===== config.mk =====
export PLATFORM = sky130hd
export DESIGN_NAME = rfr_mode_detect
export DESIGN_NICKNAME = d
export VERILOG_FILES = /design/src/rtl/rfr_pkg.sv /design/src/rtl/rfr_tick_timer.sv /design/src/rtl/rfr_row_counter.sv /design/src/rtl/rfr_mode_detect.sv
export SDC_FILE = /design/constraint.sdc
export NUM_CORES = 1
export LEC_CHECK = 0
export CAP_MARGIN = 20
export CORE_ASPECT_RATIO = 1.75
export CORE_UTILIZATION = 40
export CTS_CLUSTER_DIAMETER = 60
export DETAILED_ROUTE_END_ITERATION = 12
export DONT_BUFFER_PORTS = 1
export PLACE_DENSITY = 0.56
export SLEW_MARGIN = 20
export SYNTH_ARGS = -nofsm -noshare
export SYNTH_HDL_FRONTEND = slang
export SYNTH_SLANG_ARGS = --single-unit

===== constraint.sdc =====
create_clock -name clk -period 4.1 [get_ports clk]
set_clock_uncertainty 0.2 [all_clocks]
set_input_delay 0.82 -clock clk [delete_from_list [all_inputs] [get_ports clk]]
set_output_delay 0.82 -clock clk [all_outputs]
set_load 0.02 [all_outputs]

===== src/rtl/rfr_pkg.sv =====
package rfr_pkg;

    typedef enum logic [2:0] {
        MD_IDLE   = 3'd0,
        MD_ROW    = 3'd1,
        MD_ACCESS = 3'd2,
        MD_CBR    = 3'd3,
        MD_HIDDEN = 3'd4,
        MD_SELF   = 3'd5
    } rfr_mode_e;

    // Modes in which the data outputs must be released
    function automatic logic mode_hiz(rfr_mode_e m);
        return (m == MD_ROW) || (m == MD_CBR) || (m == MD_SELF);
    endfunction

endpackage


===== src/rtl/rfr_tick_timer.sv =====
module rfr_tick_timer #(
    parameter int LIMIT = 16
) (
    input  logic clk,
    input  logic rst_n,
    input  logic run,
    output logic hit
);
    localparam int CW = $clog2(LIMIT + 1);

    logic [CW-1:0] cnt_d, cnt_q;

    always_comb begin
        hit   = run && (cnt_q == CW'(LIMIT - 1));
        cnt_d = '0;
        if (run && !hit) begin
            cnt_d = cnt_q + 1'b1;
        end
    end

    always_ff @(posedge clk or negedge rst_n) begin
        if (!rst_n) begin
            cnt_q <= '0;
        end else begin
            cnt_q <= cnt_d;
        end
    end

    // the count never runs past its limit
    a_r7_count_bounded: assert property (@(posedge clk) disable iff (!rst_n)
        cnt_q < CW'(LIMIT));

    // dropping run clears the count for the next window
    a_r6_idle_clears: assert property (@(posedge clk) disable iff (!rst_n)
        !run |=> (cnt_q == '0));

endmodule


===== src/rtl/rfr_row_counter.sv =====
module rfr_row_counter #(
    parameter int ROW_BITS = 12
) (
    input  logic                clk,
    input  logic                rst_n,
    input  logic                inc,
    input  logic                half_rows,
    output logic [ROW_BITS-1:0] row
);
    localparam logic [ROW_BITS-1:0] FULL_MASK = '1;
    localparam logic [ROW_BITS-1:0] HALF_MASK = FULL_MASK >> 1;

    logic [ROW_BITS-1:0] mask;
    logic [ROW_BITS-1:0] cnt_d, cnt_q;

    always_comb begin
        mask  = half_rows ? HALF_MASK : FULL_MASK;
        row   = cnt_q & mask;
        cnt_d = cnt_q;
        if (inc) begin
            cnt_d = (cnt_q + 1'b1) & mask;
        end
    end

    always_ff @(posedge clk or negedge rst_n) begin
        if (!rst_n) begin
            cnt_q <= '0;
        end else begin
            cnt_q <= cnt_d;
        end
    end

    // top of the full range wraps to zero
    a_r8_full_wrap: assert property (@(posedge clk) disable iff (!rst_n)
        (inc && !half_rows && (row == FULL_MASK)) |=> (row == '0));

    // top of the half range wraps to zero
    a_r8_half_wrap: assert property (@(posedge clk) disable iff (!rst_n)
        (inc && half_rows && (row == HALF_MASK)) |=> (row == '0));

    // without a step the row holds
    a_r2_hold: assert property (@(posedge clk) disable iff (!rst_n)
        (!inc && $stable(half_rows)) |=> $stable(row));

endmodule


===== src/rtl/rfr_mode_detect.sv =====
module rfr_mode_detect #(
    parameter int ROW_BITS       = 12,
    parameter int SELF_ENTRY_CYC = 20000,
    parameter int SELF_GAP_CYC   = 64,
    parameter int INIT_CYCLES    = 8
) (
    input  logic                clk,
    input  logic                rst_n,
    input  logic                ras_n,
    input  logic                cas_low,
    input  logic [ROW_BITS-1:0] row_addr,
    input  logic                half_rows,
    output logic [ROW_BITS-1:0] rfsh_row,
    output logic                rfsh_stb,
    output logic [2:0]          mode,
    output logic                out_off,
    output logic                init_done
);
    import rfr_pkg::*;

    localparam int INIT_W = $clog2(INIT_CYCLES + 1);
    localparam logic [ROW_BITS-1:0] FULL_MASK = '1;

    typedef struct packed {
        rfr_mode_e           mode;
        logic                ras_prev;
        logic                held;
        logic [ROW_BITS-1:0] lat_row;
        logic [ROW_BITS-1:0] out_row;
        logic                stb;
        logic                hiz;
        logic [INIT_W-1:0]   init_cnt;
    } rfr_state_t;

    rfr_state_t st_d, st_q;

    logic                cnt_inc;
    logic [ROW_BITS-1:0] cnt_row;
    logic [ROW_BITS-1:0] row_mask;
    logic                entry_hit;
    logic                gap_hit;
    logic                ras_fall;
    logic                ras_rise;
    logic                act_done;

    rfr_row_counter #(.ROW_BITS(ROW_BITS)) u_counter (
        .clk       (clk),
        .rst_n     (rst_n),
        .inc       (cnt_inc),
        .half_rows (half_rows),
        .row       (cnt_row)
    );

    rfr_tick_timer #(.LIMIT(SELF_ENTRY_CYC)) u_entry_timer (
        .clk   (clk),
        .rst_n (rst_n),
        .run   (st_q.mode == MD_CBR),
        .hit   (entry_hit)
    );

    rfr_tick_timer #(.LIMIT(SELF_GAP_CYC)) u_gap_timer (
        .clk   (clk),
        .rst_n (rst_n),
        .run   (st_q.mode == MD_SELF),
        .hit   (gap_hit)
    );

    always_comb begin
        row_mask = half_rows ? (FULL_MASK >> 1) : FULL_MASK;
        ras_fall = st_q.ras_prev && !ras_n;
        ras_rise = !st_q.ras_prev && ras_n;
        act_done = 1'b0;
        cnt_inc  = 1'b0;

        st_d          = st_q;
        st_d.stb      = 1'b0;
        st_d.ras_prev = ras_n;
        if (!cas_low) begin
            st_d.held = 1'b0;
        end

        case (st_q.mode)
            MD_IDLE: begin
                if (ras_fall) begin
                    if (cas_low) begin
                        st_d.mode    = st_q.held ? MD_HIDDEN : MD_CBR;
                        st_d.stb     = 1'b1;
                        st_d.out_row = cnt_row;
                    end else begin
                        st_d.mode    = MD_ROW;
                        st_d.lat_row = row_addr & row_mask;
                    end
                end
            end
            MD_ROW: begin
                if (ras_rise) begin
                    st_d.mode    = MD_IDLE;
                    st_d.stb     = 1'b1;
                    st_d.out_row = st_q.lat_row;
                    act_done     = 1'b1;
                end else if (cas_low) begin
                    st_d.mode = MD_ACCESS;
                end
            end
            MD_ACCESS: begin
                if (ras_rise) begin
                    st_d.mode = MD_IDLE;
                    st_d.held = cas_low;
                    act_done  = 1'b1;
                end
            end
            MD_CBR, MD_HIDDEN: begin
                if (ras_rise) begin
                    st_d.mode = MD_IDLE;
                    cnt_inc   = 1'b1;
                    act_done  = 1'b1;
                end else if ((st_q.mode == MD_CBR) && entry_hit) begin
                    st_d.mode = MD_SELF;
                end
            end
            MD_SELF: begin
                if (ras_rise) begin
                    st_d.mode = MD_IDLE;
                    cnt_inc   = 1'b1;
                    act_done  = 1'b1;
                end else if (gap_hit) begin
                    st_d.stb     = 1'b1;
                    st_d.out_row = cnt_row;
                    cnt_inc      = 1'b1;
                end
            end
            default: begin
                st_d.mode = MD_IDLE;
            end
        endcase

        if (act_done && (st_q.init_cnt != INIT_W'(INIT_CYCLES))) begin
            st_d.init_cnt = st_q.init_cnt + 1'b1;
        end
        st_d.hiz = mode_hiz(st_d.mode);
    end

    always_ff @(posedge clk or negedge rst_n) begin
        if (!rst_n) begin
            st_q <= '{mode: MD_IDLE, ras_prev: 1'b1, held: 1'b0,
                      lat_row: '0, out_row: '0, stb: 1'b0, hiz: 1'b0,
                      init_cnt: '0};
        end else begin
            st_q <= st_d;
        end
    end

    assign rfsh_row  = st_q.out_row;
    assign rfsh_stb  = st_q.stb;
    assign mode      = st_q.mode;
    assign out_off   = st_q.hiz;
    assign init_done = (st_q.init_cnt == INIT_W'(INIT_CYCLES));

    // a row-addressed activation closing strobes its latched row
    a_r2_row_strobe: assert property (@(posedge clk) disable iff (!rst_n)
        ((st_q.mode == MD_ROW) && ras_n) |=> (rfsh_stb && (rfsh_row == $past(st_q.lat_row))));

    // an access never requests a refresh
    a_r3_access_quiet: assert property (@(posedge clk) disable iff (!rst_n)
        (mode == 3'd2) |-> (!rfsh_stb && !out_off));

    // CAS ahead of RAS with no pending hidden state starts a counter refresh
    a_r4_cbr_start: assert property (@(posedge clk) disable iff (!rst_n)
        ((mode == 3'd0) && st_q.ras_prev && !ras_n && cas_low && !st_q.held)
        |=> ((mode == 3'd3) && rfsh_stb && out_off && (rfsh_row == $past(cnt_row))));

    // hidden refresh keeps the outputs driven
    a_r5_hidden_drives: assert property (@(posedge clk) disable iff (!rst_n)
        (mode == 3'd4) |-> !out_off);

    // self-refresh is reached only from a CAS-first refresh
    a_r6_self_from_cbr: assert property (@(posedge clk) disable iff (!rst_n)
        ((mode == 3'd5) && ($past(mode) != 3'd5)) |-> ($past(mode) == 3'd3));

    // RAS rising ends self-refresh at once
    a_r7_self_exit: assert property (@(posedge clk) disable iff (!rst_n)
        ((mode == 3'd5) && ras_n) |=> (mode == 3'd0));

    // the start-up flag never drops
    a_r9_init_sticky: assert property (@(posedge clk) disable iff (!rst_n)
        init_done |=> init_done);

endmodule


==> impl.org <==
** Yosys
- Synthesis inferred 69 register bits.
- By instance count, the leading cell after synthesis is dfrtp_1.
- In this run the mean area of a mapped cell was between 10 and 15 um2.
- Yosys attributes the largest share of cell area to dfrtp_1 50%, mux2_2 4.7%, xnor2_1 4.4%, buf_4 4.0%, o221ai_1 3.4%.
- When the netlist entered floorplanning its net count stood at 340.
- Counting every instance in the synthesized netlist gives ~320.
- Library cell occupying the most area in the post-synthesis netlist :: dfrtp_1
- In this run, synthesis inferred 0 flip-flops with an integrated enable.
- Ranked by instance count, the synthesized netlist is headed by 68 x dfrtp_1, 29 x inv_1, 25 x nand2_1, 25 x nor2_1, 18 x buf_4.
- Area share of the leading cell type in the synthesized netlist :: 50.3%
- Total number of yosys warnings :: 0
- Netlist area before placement :: roughly 3400 um2
- Counting distinct cell types in the post-synthesis netlist gives 46.
- Sequential elements use approximately half of the synthesized area.
- Among all flip-flop cells after synthesis, the most frequent one is dfrtp_1.
- In the synthesized netlist the async set-or-reset flop fraction comes to 100%.

** Die
- Die area :: 8850 um2
- Height of the die :: 124 um
- For this design the top-level I/O count stands at 35.
- Site Rows :: 44
- Effective utilization at floorplan :: around two fifths
- Measured along the x axis, the die boundary spans ~72 um.
- After floorplanning, the core was sized to cover 8260 um2.

** Finish
- Multi-input combinational cell area :: 1370 um2
- Antenna Diode Count :: 0
- Total Nets Final :: 328
- Combined flip-flop and latch cell area :: 1730 um2
- Fraction of final layout cells with drive strength greater than 1 :: 11.9%
- Final cell utilization of the core :: 44.7%
- Relative area change from synthesis to final layout :: 8.91%
- The filler cells instantiated in the layout total 806.

** Clocking
- CTS Root Cell :: clkbuf_16
- In this run the number of H-tree levels came out at 3.
- Once the clock tree was built, the resizer swapped 0 gates to a different size.
- Clock latency on the worst-skew pair :: between 0.3 and 0.4 ns
- CTS saw 69 sinks.
- Total clock buffers created by CTS :: 9
- Count of hold buffers inserted by post-cts repair :: 1
- Clock slew at the register clock pins of the worst setup and hold paths :: 0.05 ns
- Buffer levels on the longest clock path :: 2
- Once the clock tree was built, the setup fixing pass inserted 0 buffers.
- TritonCTS built the clock tree.

** Routing
- For this block, the routed nets add up to 6730 um of wire.
- After detailed routing, the number of vias per cell comes to 5.48.
- Across all layers, the routed design uses 2,208 vias.
- Number of iterations in the first detailed-routing pass :: 4
- Post-route DRC :: 0
- DR WL/cell :: 16.7 um
- Violation count after the first detailed-routing iteration :: 78
- The detail route stage leaves a number of antenna-violating nets equal to 0.

** Worst setup path
- The worst setup path is captured at a flip-flop.
- The worst register-to-register path begins at mode[0]$_DFF_PN0_.
- On the critical path, the stage with the largest delay is an instance of dfrtp_1.
- CP Class :: flip-flop to flip-flop
- Crit path largest cell delay :: ~0.71 ns
- Worst reg2reg path depth :: 4
- Crit path launch type :: flip-flop
- Walking the worst path, the cells encountered are nand3b_4 > nor3_1 > a221o_1 > o221ai_1.
- Setup slack on the worst reg-to-reg path comes out at around 1.5 ns.
- The endpoint identified for the worst register-to-register timing path is rfsh_row[0]$_DFFE_PN0P_.
- Critical path arrival :: 2.57 ns
- Critical path fanouts, max :: 13
- Data required time at the worst endpoint :: 4.07 ns

** Timing
- Worst Hold Slack :: 0.127 ns
- Final worst path period need :: 2.59 ns
- Unrepaired setup endpoints after global routing :: false
- In this run the tightest slew margin relative to its limit is 54.2%.
- Worst slew pin tran :: 0.682 ns
- After routing, the total negative slack on setup checks comes to 0 ns.
- Final setup vio count :: 0
- The total count of hold-check failures in the final report came to 0.
- The worst path uses 63.2% of the clock period.
- Static timing analysis puts the maximum clock frequency at 386 MHz.
- Worst setup slack after layout :: 1.51 ns
- The number of pins exceeding their max-slew limit in the final report is 0.

** Pwr
- Final total power :: 2.24 mW
- Total internal power :: ~1.6 mW
- The share of total power dissipated in sequential elements is 48.5%.
- In this run, the clock network consumes 37.7% of the power.
- For this design the ratio of total power to cell area is about 610 nW/um2.
- Summed over all cells, the static leakage comes to 1.54 nW.
- Peak supply drop :: 342 uV
- The analysis attributes to net switching a power of 665 uW.
- Per report_power, the combinational group accounts for ~14% of the total.
- Net switching is 29.8% of the power.

** Placement
- Count of input and output buffers :: 0
- Hpwl dp :: 4750 um
- Post-place setup slack :: 1.27 ns
- Placer Congestion :: approximately 0.78

** Global route
- Wire length of the first global-routing pass :: 11,500 um
- The number of global-route vias before repair is 2,395.
- GRT Residual Overflow :: 0
- The initial antenna violation count is 0.
- Global-route usage over all layers :: 17.2%
- Largest net degree at the start of global routing :: 69

** Run
- Max-cap violations in this run came to 0.

** Worst hold path
- In this run the worst hold path is classified as primary input to asynchronous set/reset pin.

** Run status
- Status :: finished clean
critical path: cells and delay by family, from the launching register on:
| kind | cells | cell delay (ns) |
|---|---|---|
| and+or+nand+nor | 2 | 0.70 |
| AOI/OAI and AO/OA | 2 | 0.82 |
| DFF | 1 | 0.71 |
worst max path at each step:
| stage | from | to | slack [ns] | depth (start not counted) |
|---|---|---|---|---|
| 5_1_grt | mode[0]$_DFF_PN0_ | rfsh_row[7]$_DFFE_PN0P_ | 1.33 | 4 |
| 4_1_cts | mode[0]$_DFF_PN0_ | rfsh_row[0]$_DFFE_PN0P_ | 1.46 | 4 |
| 3_5_place_dp | ras_n | rfsh_row[0]$_DFFE_PN0P_ | 1.27 | 4 |
| 3_3_place_gp | ras_n | rfsh_row[0]$_DFFE_PN0P_ | 1.38 | 4 |
| 2_1_floorplan | ras_n | st_q[20]$_DFFE_PN0P_ | 1.95 | 4 |
| 6_report | mode[0]$_DFF_PN0_ | rfsh_row[0]$_DFFE_PN0P_ | 1.51 | 4 |
kinds of logic (layout without fill, tap and decap cells):
logic type,count (synthesis),after routing,share of synthesized area [%]
flops,69,69,51.0
simple gates,103,103,16.3
mux,14,14,4.66
compound gates,44,44,10.3
xor+xnor,28,28,7.24
fa+ha+maj,5,5,1.85
buf+inv,55,48,8.61
sequential cells by signal, summed over array words and instances, names as in the netlist:
| register | cells |
|---|---|
| mode | 3 |
| st_q | 18 |
| out_off | 1 |
| u_gap_timer.cnt_q | 7 |
| u_entry_timer.cnt_q | 15 |
| u_counter.cnt_q | 12 |
| rfsh_stb | 1 |
| rfsh_row | 12 |
cell usage in the layout (no fill, tap or decap), types with 6 or more instances in the layout:
| master | Yosys | layout |
|---|---|---|
| xnor2_1 | 17 | 17 |
| dfrtp_1 | 68 | 68 |
| nand4_1 | 10 | 10 |
| xor2_1 | 11 | 11 |
| mux2_2 | 14 | 14 |
| inv_1 | 29 | 29 |
| nor2_1 | 25 | 25 |
| nand2_1 | 25 | 25 |
| clkbuf_16 | 0 | 9 |
| a21oi_1 | 6 | 6 |
| o221ai_1 | 13 | 13 |
| nand3_1 | 9 | 9 |
area by class of cell:
| type | instances | share of cell area, % |
|---|---|---|
| Inverter | 29 | 2.95 |
| Clock buffer | 12 | 6.96 |
| Multi-Input combinational cell | 194 | 37.1 |
| Clock inverter | 4 | 1.90 |
| Sequential cell | 69 | 46.9 |
| Timing Repair Buffer | 3 | 1.15 |
| Tap cell | 92 | 3.12 |
power by group through the flow:
stage	registers, mW	logic [mW]	clock network [mW]
after floorplan	0.945	0.464	0
after global placement	1.10	0.286	0
after detailed placement	1.10	0.302	0
after CTS	1.09	0.317	0.863
after global routing	1.11	0.354	0.880
final	1.08	0.310	0.842
layer usage:
| metal | GRT usage [%] | vias to the layer above | part of all wire [%] |
|---|---|---|---|
| met5 | 0 | - | 0 |
| met4 | 10.7 | 0 | 3.0 |
| met3 | 3.16 | 13 | 3.4 |
| met2 | 32.2 | 32 | 55 |
| met1 | 17.3 | 1101 | 38 |
| li1 | - | 1062 | - |
per-stage QoR:
step	cell area [um2]	std cells
floorplan	3390	318
global placement	3330	385
detailed placement	3330	385
CTS	3680	402
global route	3690	403
finish	3690	403
Note: power is estimated with default switching activity, not from simulation.
